--- config.mk ---
export PLATFORM = sky130hd
export DESIGN_NAME = trsw_delay
export DESIGN_NICKNAME = d
export VERILOG_FILES = /design/src/rtl/trsw_pkg.sv /design/src/rtl/trsw_regs.sv /design/src/rtl/trsw_cnt.sv /design/src/rtl/trsw_fsm.sv /design/src/rtl/trsw_delay.sv
export SDC_FILE = /design/constraint.sdc
export NUM_CORES = 1
export LEC_CHECK = 0
export ABC_AREA = 1
export BUFFER_PORTS_ARGS = -buffer_cell sky130_fd_sc_hd__buf_2
export CAP_MARGIN = 10
export CORE_UTILIZATION = 45
export DETAILED_ROUTE_END_ITERATION = 7
export PLACE_DENSITY_LB_ADDON = 0.25
export SLEW_MARGIN = 20
export SYNTH_ARGS = -nofsm -noshare
export SYNTH_HDL_FRONTEND = slang
export SYNTH_SLANG_ARGS = --single-unit
export TNS_END_PERCENT = 100
--- constraint.sdc ---
create_clock -name clk -period 4.3 [get_ports clk]
set_input_delay 0.215 -clock clk [delete_from_list [all_inputs] [get_ports clk]]
set_output_delay 0.215 -clock clk [all_outputs]
set_load 0.005 [all_outputs]
--- src/rtl/trsw_pkg.sv ---
package trsw_pkg;

   typedef enum logic [1:0] {
      ST_RX_HOLD  = 2'd0,
      ST_TX_WAIT  = 2'd1,
      ST_TX_HOLD  = 2'd2,
      ST_RX_WAIT  = 2'd3
   } trsw_state_e;

   localparam int unsigned N_WAIT_REGS = 2;
   localparam int unsigned IDX_TX      = 0;
   localparam int unsigned IDX_RX      = 1;

endpackage

--- src/rtl/trsw_regs.sv ---
module trsw_regs #(
   parameter int unsigned ADDR_W  = 7,
   parameter int unsigned DATA_W  = 32,
   parameter int unsigned DLY_W   = 12,
   parameter int unsigned TX_ADDR = 2,
   parameter int unsigned RX_ADDR = 3
) (
   input  logic                                        clk,
   input  logic                                        rst_n,
   input  logic                                        wr,
   input  logic [ADDR_W-1:0]                           addr,
   input  logic [DATA_W-1:0]                           data,
   output logic [trsw_pkg::N_WAIT_REGS-1:0][DLY_W-1:0] dly
);
   import trsw_pkg::*;

   initial begin
      assert (DLY_W >= 1 && DLY_W <= DATA_W)
         else $error("trsw_regs: DLY_W must be within 1..DATA_W");
      assert (TX_ADDR != RX_ADDR)
         else $error("trsw_regs: register addresses must differ");
      assert (TX_ADDR < (1 << ADDR_W) && RX_ADDR < (1 << ADDR_W))
         else $error("trsw_regs: address does not fit ADDR_W");
   end

   for (genvar g = 0; g < N_WAIT_REGS; g++) begin : g_reg
      localparam logic [ADDR_W-1:0] MY_ADDR =
         (g == IDX_TX) ? ADDR_W'(TX_ADDR) : ADDR_W'(RX_ADDR);

      logic             hit;
      logic [DLY_W-1:0] q;

      assign hit = wr && (addr == MY_ADDR);

      always_ff @(posedge clk) begin
         if (!rst_n) begin
            q <= '0;
         end else if (hit) begin
            q <= data[DLY_W-1:0];
         end
      end

      assign dly[g] = q;

      // a matching write stores the low data bits
      p_reg_write_r2: assert property (@(posedge clk) disable iff (!rst_n)
         (wr && addr == MY_ADDR) |=> (dly[g] == $past(data[DLY_W-1:0])));

      // any other cycle leaves the register untouched
      p_reg_hold_r3: assert property (@(posedge clk) disable iff (!rst_n)
         !(wr && addr == MY_ADDR) |=> $stable(dly[g]));
   end

endmodule

--- src/rtl/trsw_cnt.sv ---
module trsw_cnt #(
   parameter int unsigned DLY_W = 12
) (
   input  logic             clk,
   input  logic             rst_n,
   input  logic             load,
   input  logic [DLY_W-1:0] load_val,
   input  logic             dec,
   output logic             zero
);

   initial begin
      assert (DLY_W >= 1 && DLY_W <= 31)
         else $error("trsw_cnt: DLY_W out of range");
   end

   logic [DLY_W-1:0] cnt;

   always_ff @(posedge clk) begin
      if (!rst_n) begin
         cnt <= '0;
      end else if (load) begin
         cnt <= load_val;
      end else if (dec) begin
         cnt <= cnt - 1'b1;
      end
   end

   assign zero = (cnt == '0);

   // the controller never asks for a step below zero
   p_no_underflow_r10: assert property (@(posedge clk) disable iff (!rst_n)
      dec |-> !zero);

   // a load takes exactly the value presented at that edge
   p_load_value_r9: assert property (@(posedge clk) disable iff (!rst_n)
      load |=> (cnt == $past(load_val)));

   p_idle_stable_r9: assert property (@(posedge clk) disable iff (!rst_n)
      (!load && !dec) |=> $stable(cnt));

endmodule

--- src/rtl/trsw_fsm.sv ---
module trsw_fsm (
   input  logic clk,
   input  logic rst_n,
   input  logic tx_busy,
   input  logic zero,
   output logic load,
   output logic sel_rx,
   output logic dec,
   output logic sw_tx
);
   import trsw_pkg::*;

   trsw_state_e st, nxt;

   always_comb begin
      nxt    = st;
      load   = 1'b0;
      sel_rx = 1'b0;
      dec    = 1'b0;
      unique case (st)
         ST_RX_HOLD: begin
            if (tx_busy) begin
               load = 1'b1;
               nxt  = ST_TX_WAIT;
            end
         end
         ST_TX_WAIT: begin
            if (!tx_busy)  nxt = ST_RX_HOLD;
            else if (zero) nxt = ST_TX_HOLD;
            else           dec = 1'b1;
         end
         ST_TX_HOLD: begin
            if (!tx_busy) begin
               load   = 1'b1;
               sel_rx = 1'b1;
               nxt    = ST_RX_WAIT;
            end
         end
         ST_RX_WAIT: begin
            if (tx_busy)   nxt = ST_TX_HOLD;
            else if (zero) nxt = ST_RX_HOLD;
            else           dec = 1'b1;
         end
         default: nxt = ST_RX_HOLD;
      endcase
   end

   always_ff @(posedge clk) begin
      if (!rst_n) begin
         st    <= ST_RX_HOLD;
         sw_tx <= 1'b0;
      end else begin
         st    <= nxt;
         sw_tx <= (nxt == ST_TX_HOLD) || (nxt == ST_RX_WAIT);
      end
   end

   // transmit is only entered at the end of a transmit wait
   p_rise_after_wait_r4: assert property (@(posedge clk) disable iff (!rst_n)
      $rose(sw_tx) |-> ($past(st) == ST_TX_WAIT && $past(tx_busy)));

   // receive is only re-entered at the end of a receive wait
   p_fall_after_wait_r5: assert property (@(posedge clk) disable iff (!rst_n)
      $fell(sw_tx) |-> ($past(st) == ST_RX_WAIT && !$past(tx_busy)));

   // an expired wait switches on the following edge
   p_switch_on_zero_r6: assert property (@(posedge clk) disable iff (!rst_n)
      (st == ST_TX_WAIT && tx_busy && zero) |=> sw_tx);

   // dropping the request during a transmit wait aborts it
   p_abort_wait_r7: assert property (@(posedge clk) disable iff (!rst_n)
      (st == ST_TX_WAIT && !tx_busy) |=> (st == ST_RX_HOLD && !sw_tx));

   // a renewed request during a receive wait keeps transmit
   p_reenter_tx_r8: assert property (@(posedge clk) disable iff (!rst_n)
      (st == ST_RX_WAIT && tx_busy) |=> (st == ST_TX_HOLD && sw_tx));

endmodule

--- src/rtl/trsw_delay.sv ---
module trsw_delay #(
   parameter int unsigned ADDR_W  = 7,
   parameter int unsigned DATA_W  = 32,
   parameter int unsigned DLY_W   = 12,
   parameter int unsigned TX_ADDR = 2,
   parameter int unsigned RX_ADDR = 3
) (
   input  logic              clk,
   input  logic              rst_n,
   input  logic              cfg_wr,
   input  logic [ADDR_W-1:0] cfg_addr,
   input  logic [DATA_W-1:0] cfg_data,
   input  logic              tx_busy,
   output logic              sw_tx
);
   import trsw_pkg::*;

   logic [N_WAIT_REGS-1:0][DLY_W-1:0] dly;
   logic                              load, sel_rx, dec, zero;
   logic [DLY_W-1:0]                  load_val;

   trsw_regs #(
      .ADDR_W (ADDR_W),
      .DATA_W (DATA_W),
      .DLY_W  (DLY_W),
      .TX_ADDR(TX_ADDR),
      .RX_ADDR(RX_ADDR)
   ) i_regs (
      .clk  (clk),
      .rst_n(rst_n),
      .wr   (cfg_wr),
      .addr (cfg_addr),
      .data (cfg_data),
      .dly  (dly)
   );

   assign load_val = sel_rx ? dly[IDX_RX] : dly[IDX_TX];

   trsw_cnt #(
      .DLY_W(DLY_W)
   ) i_cnt (
      .clk     (clk),
      .rst_n   (rst_n),
      .load    (load),
      .load_val(load_val),
      .dec     (dec),
      .zero    (zero)
   );

   trsw_fsm i_fsm (
      .clk    (clk),
      .rst_n  (rst_n),
      .tx_busy(tx_busy),
      .zero   (zero),
      .load   (load),
      .sel_rx (sel_rx),
      .dec    (dec),
      .sw_tx  (sw_tx)
   );

   // receive is selected in the first cycle after reset
   p_reset_rx_r1: assert property (@(posedge clk)
      !rst_n |=> !sw_tx);

endmodule

==> flow_summary.yaml, run 1 <==
run_status:
  status: "finished, final reports clean"
yosys:
  synth_top_area_share_pct: 37.59
  synth_compound_area_share_pct: 10.96
  synth-simple-area-share_pct: 39.76
  synth_xor_area_share_pct: 0
  yosysUniqueCellTypes: 24
  synthAdderAreaFrac_pct: 0.6024
  synth.area.mux_share_pct: 0
  synth_top_family_by_area: "simple AND/OR/NAND/NOR gates"
  ys.warnings.count: 0
  ys_seq_area_share_pct: 37.59
  netlist_area_mm2: 0.002077
  synth_top_area_cell: "dfxtp_1"
  synthCells: 338
  ys_ff_latch: 39
  synthTopCellsByArea: "dfxtp_1 (38%), nor2_1 (17%), nand2_1 (13%), o21ai_0 (8.0%), inv_1 (7.2%)"
  synth_fp_nets: 382
  avgSynthCellArea_um2: 6.145
finish:
  layout_common_cells: "nor2_1 (92), nand2_1 (70), inv_1 (40), dfxtp_1 (39), o21ai_0 (33)"
  drive_gt1_share_pct: 11.76
  fill_cells: 441
  antenna_cells: 0
  seqCellArea_um2: 780.7
  multiInputGateArea_mm2: 0.001066
  syn_to_final_growth_pct: 10.00
  layout_commonest_cell: "nor2_1"
  final_cells: 409
  layout.nets: 400
sta:
  fin_crit_ns: 1.769
  skew_ns: 0.006760
  slew_headroom_pct: 61.99
  fmax_mhz: 565.4
  min_period_over_period_pct: 41.13
  rsz0062_at_grt: "false"
  setup_viol: 0
  worstMarginPinSlew_ns: 0.5701
  finalHoldViolations: 0
  tns_ns: 0
  slew_viol_final: 0
setup_path:
  crit_type: "reg -> reg"
  r2r_cells: 6
  worstReg2RegStart: "i_fsm.st[1]"
  cp.required_ns: 4.54
  crit_chain: "nand3_1, nand2_1, nand2_1, o21ai_0, nor2_1, nor2_1"
  end_kind: "register"
  cp_max_fo: 13
  regToRegEndpoint: "i_cnt.cnt[4]"
  critical_path.max_stage_delay_ns: 0.44
  rrSetupSlack_ns: 2.53
  worst_ep_arrival_time_ns: 2.00
  crit_path_top_delay_cell: "dfxtp_1"
  cp-start-kind: "register"
min_path:
  hold_end: "i_regs.g_reg[0].q[7]"
  hp-class: "in -> reg"
  min_path_cells: 3
  hold_start: "cfg_data[7]"
grt:
  grt_usage_pct: 20.55
  use_met1_pct: 25.79
  grt_pass1_vias: 1907
  gr-max-usage-layer: "met2"
  use_met3_pct: 4.185
  grt_pass1_wl_um: 8155
  grt_antenna_before_repair: 0
  overflow: 0
  grt_util_met2_pct: 34.83
  grt_max_degree: 37
clock_tree:
  post_cts_buffers: 0
  cts_tree: "built"
  clk_latency_ns: 0.29
  cts-resized-gates: 0
  cts_root_buf: "clkbuf_8"
  clk_pin_slew_ns: 0.08
  cts_inserted_buffers: 5
  clk_path_buf_depth: 2
  clock-sinks: 39
  hold_buffers: 0
  htreeDepth: 2
power:
  p_sw_mw: 0.2429
  p_seq_share_pct: 47.2
  clkPwrFrac_pct: 33.5
  p_int_mw: 0.5795
  swShare_pct: 29.53
  leakage_nw: 1.096
  p_total_mw: 0.8224
  combPwrFrac_pct: 19.3
  ir_worst_vdd_v: 0.0002085
  powerDensity_mw_per_mm2: 360.0
detailed_routing:
  drt_iter0_drc: 117
  wirelength_um: 4350
  wl_per_cell_um: 10.64
  drc_errors: 0
  drt-vias-per-instance: 4.817
  detail-route-antenna-nets: 0
  vias: 1970
  dr.pass1.iters: 4
flow_run:
  max-cap-violations: 0
placement:
  hpwlAfterDp_um: 3005
  routabilityCongestion: 0.7936
  post-place-cells: 401
  port_buffers: 23
die:
  die_w_um: 69.94
  design.core.area_mm2: 0.004384
  ios: 44
  initial_core_util_pct: 47.37
  die_height_um: 69.94
  core.rowCount: 24
  dieArea_mm2: 0.004891
## registers in the layout, summed over array words and instances (netlist names)
name / cells
i_regs.g.q: 24
i_cnt.cnt: 12
i_fsm.st: 2
i_fsm.sw_tx: 1
## layer usage
metal / vias up / wire length (um)
li1: 1083 / -
met1: 847 / 2221
met2: 33 / 1901
met3: 7 / 156
met4: 0 / 70
met5: - / 0
## worst max path at each step
stage                              end  slack [ns]          from  cells after the start
after detailed placement  i_cnt.cnt[4]        2.53       tx_busy                      8
after floorplan           i_cnt.cnt[0]        2.87  i_cnt.cnt[0]                     10
final                     i_cnt.cnt[4]        2.53   i_fsm.st[1]                      6
after global routing      i_cnt.cnt[4]        2.27   i_fsm.st[0]                      7
after global placement    i_cnt.cnt[6]        2.56       tx_busy                      7
after CTS                 i_cnt.cnt[4]        2.55   i_fsm.st[0]                      7
## power by group through the flow
stage	sequential, mW	combinational, mW	clock [mW]
floorplan	0.394	0.128	0
global placement	0.396	0.155	0
detailed placement	0.397	0.157	0
CTS	0.388	0.158	0.281
global route	0.391	0.188	0.296
finish	0.388	0.159	0.276
## logic make-up after synthesis
logic type,Yosys count
flip-flops,39
adder cells (fa/ha/maj),1
AND/OR/NAND/NOR,200
AO/OA/AOI/OAI,44
buffers and inverters,54
## area by class of cell
type | instances | area share (%)
clock buffers | 8 | 4.381
flip-flops and latches | 39 | 34.17
well taps | 52 | 2.848
multi-input cells | 245 | 46.66
repair buffers | 23 | 5.038
inverters | 42 | 6.900
## stage by stage
step	cell area (um^2)	hold WS, ns	setup WS (ns)	util (%)
finish	2285	0.1857	2.531	52.11
global route	2285	0.1987	2.266	52.11
CTS	2285	0.1768	2.550	52.11
detailed placement	2185	0.4640	2.532	49.83
global placement	2185	0.4576	2.559	49.83
floorplan	2077	0.3793	2.870	-
## critical path: cells and delay by family, from the launching register on
kind	cells	cell delay (ns)
compound gates	1	0.16
flops	1	0.44
simple gates	5	1.10
## cell usage after synthesis, drive strengths merged
cell type,instances
nor2,94
nand2,75
nand3,24
buf,7
nor3,1
a21oi,8
dfxtp,39
nand3b,1
clkbuf,5
nand4,1
o21ai,33
ha,1
or2,4
a211oi,2
o21bai,1
inv,42
Power figures use the tool's default switching activity.
==> run 2: changes to the inputs <==
==> constraint.sdc (replaced) <==
create_clock -name clk -period 1.5 [get_ports clk]
set_input_delay 0.075 -clock clk [delete_from_list [all_inputs] [get_ports clk]]
set_output_delay 0.075 -clock clk [all_outputs]
set_load 0.005 [all_outputs]
==> run 2 against run 1 <==
  * Via count is 1.4% higher
  * Clock power rose to 3.2 times the previous value
  * Worst hold slack worse by 0.15 ns
  * Power grew to 3.1 times the previous value
  * Critical path depth grew 2
  * Clock-buffer cell count decreased by 3
  * Sequential share of layout area decreased by 2.0 points
  * Largest power group unchanged
  * Highest routed layer unchanged
==> flow_summary.yaml, run 2 (same netlist as run 1, synthesis figures left out) <==
run_status:
  status: "finished, final reports clean"
detailed_routing:
  drt_iter0_drc: 94
  dr.pass1.iters: 4
  drc_errors: 0
  wl_per_cell_um: 10.37
  drt-vias-per-instance: 4.746
  wirelength_um: 4364
  vias: 1998
  detail-route-antenna-nets: 0
setup_path:
  end_kind: "register"
  crit_path_top_delay_cell: "dfxtp_1"
  path_buf_inv: 2
  crit_family: "simple AND/OR/NAND/NOR gates"
  worst_ep_arrival_time_ns: 1.56
  cp_max_fo: 4
  crit_chain: "inv_1, ha_1, nand2_2, nor2_4, nand2_4, buf_4, nor2_2, a211oi_1"
  cp.required_ns: 1.68
  critical_path.max_stage_delay_ns: 0.32
  cp-start-kind: "register"
  crit_type: "reg -> reg"
finish:
  largest_register_ffs: 24
  drive_gt1_share_pct: 15.99
  reg.largest.list: "i_regs.g.q (24), i_cnt.cnt (12), i_fsm.st (2)"
  antenna_cells: 0
  layout_common_cells: "nor2_1 (91), nand2_1 (68), inv_1 (40), dfxtp_1 (39), o21ai_0 (32)"
  fill_cells: 451
  regMostFlops: "i_regs.g.q"
  seqCellArea_um2: 780.7
  layout.nets: 412
  multiInputGateArea_mm2: 0.001114
  syn_to_final_growth_pct: 16.87
  layout_commonest_cell: "nor2_1"
clock_tree:
  post_cts_buffers: 0
  clk_pin_slew_ns: 0.08
  clk_path_buf_depth: 2
  htreeDepth: 2
  clk_latency_ns: 0.30
  cts_inserted_buffers: 5
  hold_buffers: 0
  cts-resized-gates: 0
  cts_tree: "built"
  cts_root_buf: "clkbuf_8"
  clock-sinks: 39
die:
  dieArea_mm2: 0.004891
  die_height_um: 69.94
  core.rowCount: 24
  design.core.area_mm2: 0.004384
  die_w_um: 69.94
  initial_core_util_pct: 47.37
  ios: 44
placement:
  hpwlAfterDp_um: 3087
  port_buffers: 23
  routabilityCongestion: 0.8119
  pre_cts_ws_ns: 0.06999
power:
  leakage_nw: 1.176
  ir_worst_vdd_v: 0.0006012
  powerDensity_mw_per_mm2: 1038
grt:
  grt_max_degree: 25
  grt_pass1_vias: 1775
  grt_usage_pct: 19.16
  overflow: 0
  grt_pass1_wl_um: 7562
  grt_antenna_before_repair: 0
sta:
  slew_viol_final: 0
  skew_ns: 0.009112
  rsz0062_at_grt: "false"
  setup_viol: 0
  slew_headroom_pct: 76.64
  fmax_mhz: 724.8
  worst_slack_ns: 0.1203
  fin_crit_ns: 1.380
  tns_ns: 0
  finalHoldViolations: 0
  min_period_over_period_pct: 91.98
  worstMarginPinSlew_ns: 0.3503
flow_run:
  max-cap-violations: 0
min_path:
  hp-class: "in -> reg"
run 2: cell count changes in the layout (fill, tap and decap cells not counted), moves of 2 or more:
cell,before,now
buf_4,0,11
clkbuf_8,7,5
nand2_1,70,68
nand2_4,2,4
run 2: power breakdown:
part / internal, mW / switching, mW / total, mW
combinational: 0.204 / 0.317 / 0.521
sequential: 1.08 / 0.0325 / 1.11
clock: 0.495 / 0.393 / 0.888
total: 1.78 / 0.743 / 2.52
run 2: final cells by class:
| cell class | count | share of cell area (%) |
|---|---|---|
| clock buffer | 5 | 2.835 |
| tap | 52 | 2.680 |
| timing repair buffer | 34 | 8.144 |
| multi-input combinational | 246 | 45.88 |
| clock inverter | 3 | 1.804 |
| inverter | 42 | 6.495 |
| sequential | 39 | 32.16 |
run 2: path summary, 6_finish.rpt:
| path | start | to | slack [ns] | cells past startpoint |
|---|---|---|---|---|
| worst min-delay path | cfg_data[3] | i_regs.g_reg[0].q[3] | 0.03 | 3 |
| worst min register to register | i_regs.g_reg[0].q[6] | i_regs.g_reg[0].q[6] | 0.49 | 2 |
| worst max register to register | i_cnt.cnt[1] | i_fsm.st[1] | 0.12 | 8 |
| worst max-delay path | i_cnt.cnt[1] | i_fsm.st[1] | 0.12 | 8 |
run 2: worst register-to-register path, delay by kind of cell, from the launching register on:
| family | cells | cell delay, ns |
|---|---|---|
| and+or+nand+nor | 4 | 0.47 |
| DFF | 1 | 0.32 |
| adders and majority gates | 1 | 0.19 |
| AOI/OAI and AO/OA | 1 | 0.05 |
| buffers and inverters | 2 | 0.24 |
run 2: per-layer routing:
layer,vias up,global-route usage (%),wire length [um]
met4,0,8.000,49
met3,4,4.329,212
met2,41,30.02,1870
li1,1104,-,-
met5,-,0,0
met1,849,25.36,2231
run 2: metrics by stage:
step / instance area, um^2 / std cells / hold WS, ns / utilization (%) / power [mW]
after floorplan: 2077 / 338 / 0.2393 / - / 1.494
after global placement: 2267 / 412 / 0.3383 / 51.71 / 1.621
after detailed placement: 2267 / 412 / 0.3431 / 51.71 / 1.628
after CTS: 2380 / 420 / 0.02877 / 54.28 / 2.517
after global routing: 2427 / 421 / 0.04281 / 55.37 / 2.668
final: 2427 / 421 / 0.03387 / 55.37 / 2.521
==> run 3: changes to the inputs <==
==> constraint.sdc (replaced) <==
create_clock -name clk -period 1.1 [get_ports clk]
set_input_delay 0.055 -clock clk [delete_from_list [all_inputs] [get_ports clk]]
set_output_delay 0.055 -clock clk [all_outputs]
set_load 0.005 [all_outputs]
==> run 3 against run 2 <==
  * The run now ends with setup timing left
  * Non-clock buffer count rose by 38
  * Worst hold slack got worse by 0.018 ns
  * Fmax rose by 4.7%
  * Sequential power rose by 39%
  * Sequential cell count did not move
  * Largest power group unchanged
  * Clock-buffer cell count rose by 1
  * First-iteration DRC count rose by 15%
==> flow_summary.yaml, run 3 (same netlist as run 1, synthesis figures left out) <==
finish:
  layout.nets: 451
  final_cells: 460
  seqCellArea_um2: 789.5
  syn_to_final_growth_pct: 41.57
  layout_commonest_cell: "nor2_1"
  reg.largest.list: "i_regs.g.q (24), i_cnt.cnt (12), i_fsm.st (2)"
  regMostFlops: "i_regs.g.q"
  antenna_cells: 0
  fin_area_mm2: 0.002940
  multiInputGateArea_mm2: 0.001291
  drive_gt1_share_pct: 34.07
  fill_cells: 397
  largest_register_ffs: 24
  layout_common_cells: "nor2_1 (78), nand2_1 (62), buf_4 (44), inv_1 (37), dfxtp_1 (32)"
placement:
  routabilityCongestion: 0.9053
  hpwlAfterDp_um: 3577
  place_area_mm2: 0.002504
  port_buffers: 23
  pre_cts_ws_ns: -0.2428
  post-place-cells: 441
detailed_routing:
  drt_iter0_drc: 108
  dr.pass1.iters: 4
  detail-route-antenna-nets: 0
  wirelength_um: 5409
  wl_per_cell_um: 11.76
  wl_met2_um: 2588
  wl_met3_um: 254
  vias: 2265
  drt-vias-per-instance: 4.924
  drc_errors: 0
  wl_met1_um: 2383
  routed.top_layer: "met4"
clock_tree:
  cts_inserted_buffers: 5
  clock-sinks: 39
  clk_pin_slew_ns: 0.08
  htreeDepth: 2
  cts_tree: "built"
  clk_latency_ns: 0.29
  clk_path_buf_depth: 2
  cts_root_buf: "clkbuf_8"
power:
  powerDensity_mw_per_mm2: 1406
  ir_worst_vdd_v: 0.0007390
  leakage_nw: 1.413
sta:
  worstMarginPinSlew_ns: 0.2177
  hold_slack_ns: 0.01605
  worst_slack_ns: -0.2178
  slew_viol_final: 0
  finalHoldViolations: 0
  fmax_mhz: 758.8
  skew_ns: 0.002470
  fin_crit_ns: 1.318
  tns_ns: -2.471
  slew_headroom_pct: 85.47
  setup_viol: 15
  rsz0062_at_grt: "true"
  min_period_over_period_pct: 119.8
die:
  design.core.area_mm2: 0.004384
  initial_core_util_pct: 47.37
  ios: 44
  die_w_um: 69.94
  dieArea_mm2: 0.004891
  core.rowCount: 24
  die_height_um: 69.94
flow_run:
  max-cap-violations: 0
grt:
  grt_pass1_wl_um: 9114
  overflow: 0
  grt_usage_pct: 23.42
  grt_pass1_vias: 2122
  grt_antenna_before_repair: 0
  grt_max_degree: 25
setup_path:
  end_kind: "register"
  worst_ep_arrival_time_ns: 1.51
  crit_type: "reg -> reg"
  cp_max_fo: 4
  cp-start-kind: "register"
  cp.required_ns: 1.30
run_status:
  failed_checks: "setup timing"
  status: "finished, violations left"
min_path:
  hp-class: "in -> reg"
-- run 3: cell types whose count changed in the layout (fill, tap and decap cells not counted), moves of 3 or more --
cell / previous run / this run
buf_4: 11 / 44
buf_6: 0 / 5
dfxtp_1: 39 / 32
dfxtp_2: 0 / 7
inv_1: 40 / 37
nand2_1: 68 / 62
nand2_2: 3 / 8
nand3_1: 24 / 18
nand3_2: 0 / 5
nor2_1: 91 / 78
nor2_2: 2 / 9
nor2_4: 1 / 7
o21ai_0: 32 / 27
o21ai_1: 1 / 4
-- run 3: what timing repair did --
action                                  4_1_cts  5_1_grt
pin swaps                                    14       14
gates cloned                                  1        1
setup buffers                                 6        4
endpoints found under the setup margin       15       18
hold buffers                                  0        0
gates resized for setup                      30       35
-- run 3: worst max-delay path: stages (launching register included) --
cell     delay, ns
dfxtp_2       0.35
inv_2         0.05
ha_4          0.17
nand2_4       0.08
nor2_4        0.05
nand2_4       0.14
buf_6         0.16
nand3_4       0.07
nor2_2        0.10
nor2_1        0.04
-- run 3: area by class of cell --
| cell class | count | share of cell area, % |
|---|---|---|
| tap | 52 | 2.213 |
| timing repair buffer | 72 | 17.06 |
| inverter | 42 | 5.447 |
| clock buffer | 6 | 2.468 |
| multi-input combinational | 247 | 43.91 |
| sequential | 39 | 26.85 |
| clock inverter | 2 | 2.043 |
-- run 3: routing by layer --
metal | vias to the layer above | global-route usage [%]
met3 | 19 | 5.051
met4 | 0 | 11.11
met2 | 72 | 40.92
met5 | - | 0
li1 | 1186 | -
met1 | 988 | 27.07
-- run 3: final timing paths --
kind	from	endpoint	slack [ns]	depth (start not counted)
max reg2reg	i_cnt.cnt[1]	i_cnt.cnt[5]	-0.22	9
min reg2reg	i_regs.g_reg[1].q[11]	i_regs.g_reg[1].q[11]	0.48	2
min	cfg_data[9]	i_regs.g_reg[1].q[9]	0.02	3
max	i_cnt.cnt[1]	i_cnt.cnt[5]	-0.22	9
-- run 3: stage by stage --
stage | util (%) | power, mW
floorplan | - | 2.057
global placement | 57.11 | 2.398
detailed placement | 57.11 | 2.418
CTS | 63.56 | 3.972
global route | 67.07 | 4.336
finish | 67.07 | 4.134
-- run 3: where the power goes --
| group | switching, mW | internal [mW] |
|---|---|---|
| logic | 0.617 | 0.555 |
| registers | 0.0656 | 1.48 |
| clock network | 0.512 | 0.907 |
